`src/rtl/fresp_pkg.sv`:
```
package fresp_pkg;
  localparam int NUM_FLT = 4;
  localparam int FLT_OV  = 0;
  localparam int FLT_UV  = 1;
  localparam int FLT_ILM = 2;
  localparam int FLT_OC  = 3;
  localparam logic [NUM_FLT-1:0] TIMED_MASK = 4'b1110;

  typedef enum logic [1:0] {
    ST_OFF     = 2'd0,
    ST_RUN     = 2'd1,
    ST_WAIT    = 2'd2,
    ST_LATCHED = 2'd3
  } fresp_state_e;

  function automatic logic [NUM_FLT-1:0] latched_bits(
    input logic [NUM_FLT-1:0] flt, input logic [NUM_FLT-1:0] nolatch);
    return flt & ~nolatch;
  endfunction

  function automatic logic [NUM_FLT-1:0] rising_timed(
    input logic [NUM_FLT-1:0] flt, input logic [NUM_FLT-1:0] prev);
    return flt & ~prev & TIMED_MASK;
  endfunction
endpackage

```
`src/rtl/fresp_classify.sv`:
```
module fresp_classify
  import fresp_pkg::*;
(
  input  logic               clk,
  input  logic               rst_n,
  input  logic [NUM_FLT-1:0] fault_in,
  input  logic [NUM_FLT-1:0] nolatch_cfg,
  output logic               any_fault,
  output logic               latched_hit,
  output logic               timed_hit,
  output logic               new_timed
);
  logic [NUM_FLT-1:0] prev_q;
  logic [NUM_FLT-1:0] lat_v;
  logic [NUM_FLT-1:0] rise_v;
  logic [NUM_FLT-1:0] tim_v;

  always_ff @(posedge clk or negedge rst_n) begin
    if (!rst_n) prev_q <= '0;
    else        prev_q <= fault_in;
  end

  assign lat_v  = latched_bits(fault_in, nolatch_cfg);
  assign rise_v = rising_timed(fault_in, prev_q);

  for (genvar i = 0; i < NUM_FLT; i++) begin : g_tim
    if (TIMED_MASK[i]) begin : g_on
      assign tim_v[i] = fault_in[i];
    end else begin : g_off
      assign tim_v[i] = 1'b0;
    end
  end

  assign any_fault   = |fault_in;
  assign latched_hit = |lat_v;
  assign timed_hit   = |tim_v;
  assign new_timed   = |rise_v;
endmodule

```
`src/rtl/fresp_timer.sv`:
```
module fresp_timer #(
  parameter int TMR_W = 16
) (
  input  logic             clk,
  input  logic             rst_n,
  input  logic             load,
  input  logic [TMR_W-1:0] load_val,
  input  logic             run_dn,
  output logic             cnt_zero
);
  logic [TMR_W-1:0] cnt_q;

  always_ff @(posedge clk or negedge rst_n) begin
    if (!rst_n)                       cnt_q <= '0;
    else if (load)                    cnt_q <= load_val;
    else if (run_dn && cnt_q != '0)   cnt_q <= cnt_q - 1'b1;
  end

  assign cnt_zero = (cnt_q == '0);
endmodule

```
`src/rtl/fault_responder.sv`:
```
module fault_responder
  import fresp_pkg::*;
#(
  parameter int TMR_W = 16
) (
  input  logic               clk,
  input  logic               rst_n,
  input  logic               en_wr,
  input  logic               en_wdata,
  input  logic [NUM_FLT-1:0] nolatch_cfg,
  input  logic [TMR_W-1:0]   timer_len,
  input  logic [NUM_FLT-1:0] fault_in,
  output logic               chan_on,
  output logic               ss_req
);
  fresp_state_e state_q, state_d;
  logic any_fault, latched_hit, timed_hit, new_timed;
  logic wr_on, wr_off;
  logic tmr_load, cnt_zero, enter_run;
  logic [TMR_W-1:0] tmr_val;
  logic ss_q;

  fresp_classify u_cls (
    .clk(clk), .rst_n(rst_n), .fault_in(fault_in), .nolatch_cfg(nolatch_cfg),
    .any_fault(any_fault), .latched_hit(latched_hit),
    .timed_hit(timed_hit), .new_timed(new_timed)
  );

  assign wr_on  = en_wr &  en_wdata;
  assign wr_off = en_wr & ~en_wdata;

  always_comb begin
    state_d = state_q;
    if (wr_off) begin
      state_d = ST_OFF;
    end else begin
      unique case (state_q)
        ST_OFF:     if (wr_on) state_d = ST_RUN;
        ST_RUN: begin
          if (latched_hit)    state_d = ST_LATCHED;
          else if (any_fault) state_d = ST_WAIT;
        end
        ST_WAIT: begin
          if (latched_hit)                 state_d = ST_LATCHED;
          else if (cnt_zero && !any_fault) state_d = ST_RUN;
        end
        ST_LATCHED: if (wr_on) state_d = ST_RUN;
        default:    state_d = ST_OFF;
      endcase
    end
  end

  // Entry from run loads L only when a timed fault is present; a reload in wait always uses L.
  always_comb begin
    tmr_load = 1'b0;
    tmr_val  = timer_len;
    if (state_q == ST_RUN && state_d == ST_WAIT) begin
      tmr_load = 1'b1;
      tmr_val  = timed_hit ? timer_len : '0;
    end else if (state_q == ST_WAIT && state_d == ST_WAIT && new_timed) begin
      tmr_load = 1'b1;
    end
  end

  fresp_timer #(.TMR_W(TMR_W)) u_tmr (
    .clk(clk), .rst_n(rst_n), .load(tmr_load), .load_val(tmr_val),
    .run_dn(state_q == ST_WAIT), .cnt_zero(cnt_zero)
  );

  assign enter_run = (state_d == ST_RUN) && (state_q != ST_RUN);

  always_ff @(posedge clk or negedge rst_n) begin
    if (!rst_n) begin
      state_q <= ST_OFF;
      ss_q    <= 1'b0;
    end else begin
      state_q <= state_d;
      ss_q    <= enter_run;
    end
  end

  assign chan_on = (state_q == ST_RUN) && !any_fault;
  assign ss_req  = ss_q;
endmodule

```
`config.mk`:
```
export PLATFORM = sky130hd
export DESIGN_NAME = fault_responder
export DESIGN_NICKNAME = d
export VERILOG_FILES = /design/src/rtl/fresp_pkg.sv /design/src/rtl/fresp_classify.sv /design/src/rtl/fresp_timer.sv /design/src/rtl/fault_responder.sv
export SDC_FILE = /design/constraint.sdc
export NUM_CORES = 1
export LEC_CHECK = 0
export ABC_AREA = 1
export BUFFER_PORTS_ARGS = -buffer_cell sky130_fd_sc_hd__buf_4
export CORE_ASPECT_RATIO = 0.6
export CORE_UTILIZATION = 45
export DETAILED_ROUTE_END_ITERATION = 10
export HOLD_SLACK_MARGIN = 0.1
export PLACE_DENSITY = 0.67
export SYNTH_ARGS = -nofsm -noshare
export SYNTH_HDL_FRONTEND = slang
export SYNTH_SLANG_ARGS = --single-unit
export TNS_END_PERCENT = 10
```
`constraint.sdc`:
```
create_clock -name clk -period 3.2 [get_ports clk]
set_input_delay 0 -clock clk [delete_from_list [all_inputs] [get_ports clk]]
set_output_delay 0 -clock clk [all_outputs]
set_load 0.02 [all_outputs]
```
**After elaboration in Yosys (flattened, before gate mapping)**

Index checks and enable logic that the tools add are counted.

- Add/subtract/negate cells: 1
- Equal/unequal tests: 6
- Muxes and demuxes: 13
- Bitwise operators: 7
- Reductions and logical operators: 17

Operators with widths:

| cell | count |
|---|---|
| 16-bit 2-to-1 mux | 4 |
| 16-bit logical NOT | 1 |
| 16-bit nonzero test | 1 |
| 16-bit by 1-bit subtractor with 16-bit output, second input constant | 1 |
| 2-bit 2-to-1 mux | 6 |
| 4-bit bitwise AND | 2 |
| 4-bit inverter | 2 |
| 4-bit OR reduction | 2 |
| 1-bit logical AND | 7 |
| 2-bit == test, second input constant | 3 |
| 2-bit one-hot mux with 3 select lines | 1 |
| 3-bit OR reduction | 2 |
| 2-bit by 1-bit == test with 1-bit output, second input constant | 2 |
| 1-bit bitwise AND | 2 |
| 2-bit logical NOT | 1 |
| 1-bit 2-to-1 mux | 2 |
| 2-bit by 1-bit inequality test with 1-bit output, second input constant | 1 |
| 2-bit nonzero test | 1 |
| 2-bit OR reduction | 1 |
| 1-bit logical NOT | 1 |
| 1-bit inverter | 1 |

- Register bits: 23
- Input bits: 28
- Output and inout bits: 2
- Word-level logic and storage cells: 48

**Logic depth before layout (Yosys ltp)**

- Depth in word-level cells: 13
- Mapped depth: 17
- Mapped depth without buffers: 16

**Modules after synthesis**

From an unflattened synthesis, not the netlist that was laid out.

- Cell total of the unflattened synthesis: 343
- Area, all modules: 2,157.1 um2

Modules (own cells, without submodules):

| module | times used | cells an instance | area each (um2) |
|---|---|---|---|
| fresp_timer | 1 | 183 | 1,255.0 |
| fault_responder | 1 | 134 | 733.2 |
| fresp_classify | 1 | 26 | 168.9 |

**Worst setup path after synthesis**

OpenSTA, ideal clock, no wires.

- Path type: register to register
- From: register u_tmr.cnt_q[0]
- To: register u_tmr.cnt_q[7]
- Setup time: 0.125 ns
- Data arrival time: 1.612 ns
- Data required time: 3.075 ns
- Path slack: 1.463 ns
- Stages on the path, launching flop included: 17
- Path buffers: 1
- Cell sequence: dfrtp_1 inv_1 ha_1 inv_1 nor2_1 nand2_1 nor2_1 nand3_2 nand2_1 nand2_1 nand2_2 nand2_2 nand2_2 nor2_4 buf_6 nand2_1 nand3_1

- Longest elaborated chain between the ends: 12
- Elaborated cells between the ends (all ways): 19
- Those cells by class: add/sub: 1; eq/ne: 1; mux: 9; reduce/logical: 8

RTL lines:

| element | RTL line | RTL |
|---|---|---|
| start, declared | fresp_timer.sv:11 | `logic [TMR_W-1:0] cnt_q;` |
| start signal, assigned | fresp_timer.sv:15 | `else if (load) cnt_q <= load_val;` |
| start signal, assigned | fresp_timer.sv:16 | `else if (run_dn && cnt_q != '0) cnt_q <= cnt_q - 1'b1;` |
| 16-bit logical NOT | fresp_timer.sv:19 | `assign cnt_zero = (cnt_q == '0);` |
| 1-bit logical AND | fault_responder.sv:45 | `else if (cnt_zero && !any_fault) state_d = ST_RUN;` |
| 2-bit 2-to-1 mux | fault_responder.sv:45 |  |
| 2-bit 2-to-1 mux | fault_responder.sv:44 | `if (latched_hit) state_d = ST_LATCHED;` |
| 2-bit one-hot mux with 3 select lines | fault_responder.sv:37 | `unique case (state_q)` |
| 2-bit 2-to-1 mux | fault_responder.sv:34 | `if (wr_off) begin` |
| 2-bit == test | fault_responder.sv:57, fault_responder.sv:60 |  |
| 1-bit logical AND (2 in a row) | fault_responder.sv:60 | `end else if (state_q == ST_WAIT && state_d == ST_WAIT && new_timed) begin` |
| 1-bit 2-to-1 mux | fault_responder.sv:60 |  |
| 1-bit 2-to-1 mux | fault_responder.sv:57 | `if (state_q == ST_RUN && state_d == ST_WAIT) begin` |
| 16-bit 2-to-1 mux or 2-bit nonzero test (tied branches) | -- |  |

Several ways; a longest one is shown, not always the timed one. The select of a mux whose other input is x is not followed.
A chain may end at the register's enable or synchronous reset.

**Worst setup path in the final report**

- From: register state_q[1]
- To: register u_tmr.cnt_q[11]

- Longest elaborated chain between the ends: 10
- Elaborated cells between the ends (all ways): 22
- Those cells by class: eq/ne: 4; mux: 11; reduce/logical: 7

RTL lines:

| element | RTL line | RTL |
|---|---|---|
| start, declared | fault_responder.sv:16 | `fresp_state_e state_q, state_d;` |
| start signal, assigned | fault_responder.sv:77 | `state_q <= state_d;` |
| 2-bit == test, or another cell as far along | fault_responder.sv:37 |  |
| 2-bit OR reduction (no line), or another cell as far along | -- |  |
| 2-bit one-hot mux with 3 select lines * | fault_responder.sv:37 |  |
| 2-bit 2-to-1 mux * | fault_responder.sv:34 |  |
| named net state_d[1] | fault_responder.sv:16 |  |
| 2-bit == test * | fault_responder.sv:57, fault_responder.sv:60 |  |
| 1-bit logical AND (2 in a row) | fault_responder.sv:60 |  |
| 1-bit 2-to-1 mux | fault_responder.sv:60 |  |
| 1-bit 2-to-1 mux | fault_responder.sv:57 |  |
| 16-bit 2-to-1 mux or 2-bit nonzero test (tied branches) | -- |  |

The timed path passes the listed nets; every way through them passes the cells marked *.

==> impl_metrics.csv <==
group,metric,value,unit
run_status,status,"finished, final reports clean",
min_path,hold_end,"state_q[1]",
sta,finClkSkew,7.695,ps
place,dpl.hpwl,2.690,mm
setup_path,critPathCaptureType,"register",
routing,wirelength,3.775,mm
synth,synth-seq-cells,22,
global_route,gr-total-overflow,0,
run,cap_violations,0,
sta,hold_violations,0,
cts,cts_buffers,3,
finish,diodes,0,
routing,drt_first_pass_iters,4,
min_path,hold_path_depth,3,
pwr,p_int,849.8,uW
finish,layout_common_cells,"nand2_1 (79), buf_4 (30), inv_1 (28), nand3_1 (28), dfrtp_1 (22)",
setup_path,crit_arrival,2370,ps
pwr,finalPower,1637,uW
routing,drt-met1-wl,2.190,mm
floorplan,die_w,79.86,um
sta,final.min_clock_period,2233,ps
sta,drv_slew,0,
place,portBuffers,29,
setup_path,crit_fanout,30,
routing,drt_iter0_markers,128,
sta,rsz0062_at_grt,"false",
setup_path,reg2reg_to,"u_tmr.cnt_q[11]",
place,placed_area,0.001873,mm^2
cts,holdBufCountCts,20,
finish,stdcell_count,333,
synth,ys_seq_area_share,33.64,%
min_path,hp-start,"en_wdata",
sta,worst_pin_slew,668.0,ps
routing,top_layer,"met3",
floorplan,core,0.003363,mm^2
global_route,first_global_vias,1391,
finish,drive_above_1_share,17.71,%
routing,route.met2.wl,1.464,mm
sta,finalCritPeriodShare,69.78,%
routing,post_drt_wl_per_cell,11.34,um
cts,cts_setup_buffers,0,
sta,maxSlewHeadroom,55.34,%
cts,cts_resized,0,
cts,clock_latency,270,ps
min_path,hold_class,"in2reg",
sta,fin_setup_tns,0,ps
pwr,powerDensity,774.1,mW/mm^2
cts,cts_tree,"built",
floorplan,rows,16,
pwr,clockPowerShare,10.7,%
synth,syn_inst,242,
floorplan,die_h,48.71,um
pwr,power_frac_comb,56.6,%
pwr,power.leakage,0.001079,uW
finish,final_area,0.002115,mm^2
synth,syn_nets,274,
floorplan,ioPinCount,30,
pwr,swShare,48.09,%
finish,fin_nets,322,
sta,fmax,447.8,MHz
setup_path,startpoint_type,"register",
setup_path,r2r_cells,9,
routing,met3_wirelength,121,um
synth,ys_warn_count,0,
global_route,grt_max_degree,31,
cts,cts-root-buf,"clkbuf_8",
cts,cts_max_level,1,
floorplan,dieArea,0.003890,mm^2
synth,syn_area,0.001637,mm^2
pwr,switching_power,787.1,uW
global_route,antenna_found_initial,0,
routing,via_per_inst,4.754,
setup_path,worst_ep_required_time,3340,ps
cts,cts_sinks,22,
setup_path,crit_type,"reg2reg",
routing,vias,1583,
finish,synthToLayoutAreaGrowth,29.20,%
sta,finalWorstSetupSlack,967.0,ps
pwr,power_frac_seq,32.7,%
sta,setup_viol_count_final,0,
place,dp_worst_setup_slack,1043,ps
global_route,track_usage,21.68,%
routing,drc,0,
routing,ant_nets,0,
setup_path,timing.rr.start,"state_q[1]",
setup_path,ff2ff_setup_slack,970,ps
finish,mostFrequentLayoutCell,"nand2_1",
cts,clk_path_buf_depth,2,
floorplan,start_util,48.66,%
cts,clkTransAtPathRegs,80,ps
place,placed_cells,310,
global_route,grt_first_pass_wirelength,6.437,mm
synth,syn_avg_cell_area,6.763,um^2
synth,synth_cell_types,26,
pwr,ir_worst_vdd,425.3,uV
place,gp_congestion,0.8090,
## through the flow
| step | hold WS, ps | utilization [%] |
|---|---|---|
| 3_5_place_dp | -89.96 | 55.69 |
| 4_1_cts | 112.3 | 62.87 |
| 3_3_place_gp | -89.92 | 55.69 |
| 2_1_floorplan | -295.6 | - |
| 6_report | 119.7 | 62.87 |
| 5_1_grt | 141.3 | 62.87 |
## logic make-up (layout without fill, tap and decap cells)
| family | after synthesis | in the layout | share of synthesized area [%] |
|---|---|---|---|
| AOI/OAI and AO/OA | 23 | 23 | 8.793 |
| buffers and inverters | 35 | 81 | 9.174 |
| and+or+nand+nor | 149 | 149 | 40.52 |
| adders and majority gates | 4 | 4 | 3.058 |
| DFF | 22 | 22 | 33.64 |
| xor gates and xnor gates | 9 | 9 | 4.817 |
## worst max-delay path, stage by stage (launching register included)
cell     delay [ps]
dfrtp_1         450
inv_1           110
ha_1            290
inv_1            90
nand2_1          90
o21ai_2          80
a21oi_4         230
nand3_2         450
nand3_1         210
nand3_1         100
## Yosys cell counts (all sizes together)
master / instances / area share (%)
buf: 4 / 2.1
inv: 28 / 6.4
o221ai: 1 / 0.54
xor2: 6 / 3.2
o31ai: 1 / 0.46
or2: 1 / 0.38
a21oi: 5 / 2.2
nand2: 84 / 20
xnor2: 3 / 1.6
dfrtp: 22 / 34
nand4: 4 / 1.5
ha: 4 / 3.1
nand3: 31 / 10
o21ai: 14 / 4.5
a31o: 2 / 1.1
nor2: 23 / 6.3
nor3: 6 / 1.8
clkbuf: 3 / 0.69
## sequential cells by signal (all words and copies together) (netlist names)
register / count
state_q: 2
u_tmr.cnt_q: 16
ss_req: 1
u_cls.prev_q: 3
## area by class of cell
| cell class | instances | area [um^2] |
|---|---|---|
| tap | 45 | 56.30 |
| fill | 321 | 1249 |
| inverter | 28 | 105.1 |
| multi-input combinational | 185 | 935.9 |
| sequential | 22 | 550.5 |
| timing repair buffer | 50 | 425.4 |
| clock buffer | 3 | 41.29 |
## routing by layer
layer | global-route usage, % | vias up
met3 | 5.660 | 0
met5 | 0 | -
met2 | 29.91 | 25
met4 | 3.571 | 0
li1 | - | 866
met1 | 33.72 | 692
## how the worst max path moves through the flow
stage	from	end	slack (ps)
after floorplan	u_tmr.cnt_q[0]	u_tmr.cnt_q[7]	1460
after global placement	state_q[1]	u_tmr.cnt_q[13]	1090
after detailed placement	state_q[1]	u_tmr.cnt_q[11]	1040
after CTS	state_q[1]	u_tmr.cnt_q[14]	1010
after global routing	state_q[1]	u_tmr.cnt_q[14]	730
final	state_q[1]	u_tmr.cnt_q[11]	970
## power by group through the flow
stage | clock, uW | combinational (uW) | sequential [uW]
2_1_floorplan | 0 | 743 | 509
3_3_place_gp | 0 | 894 | 534
3_5_place_dp | 0 | 907 | 534
4_1_cts | 180 | 928 | 532
5_1_grt | 195 | 1060 | 551
6_report | 176 | 926 | 535
(Power assumes the default switching activity.)
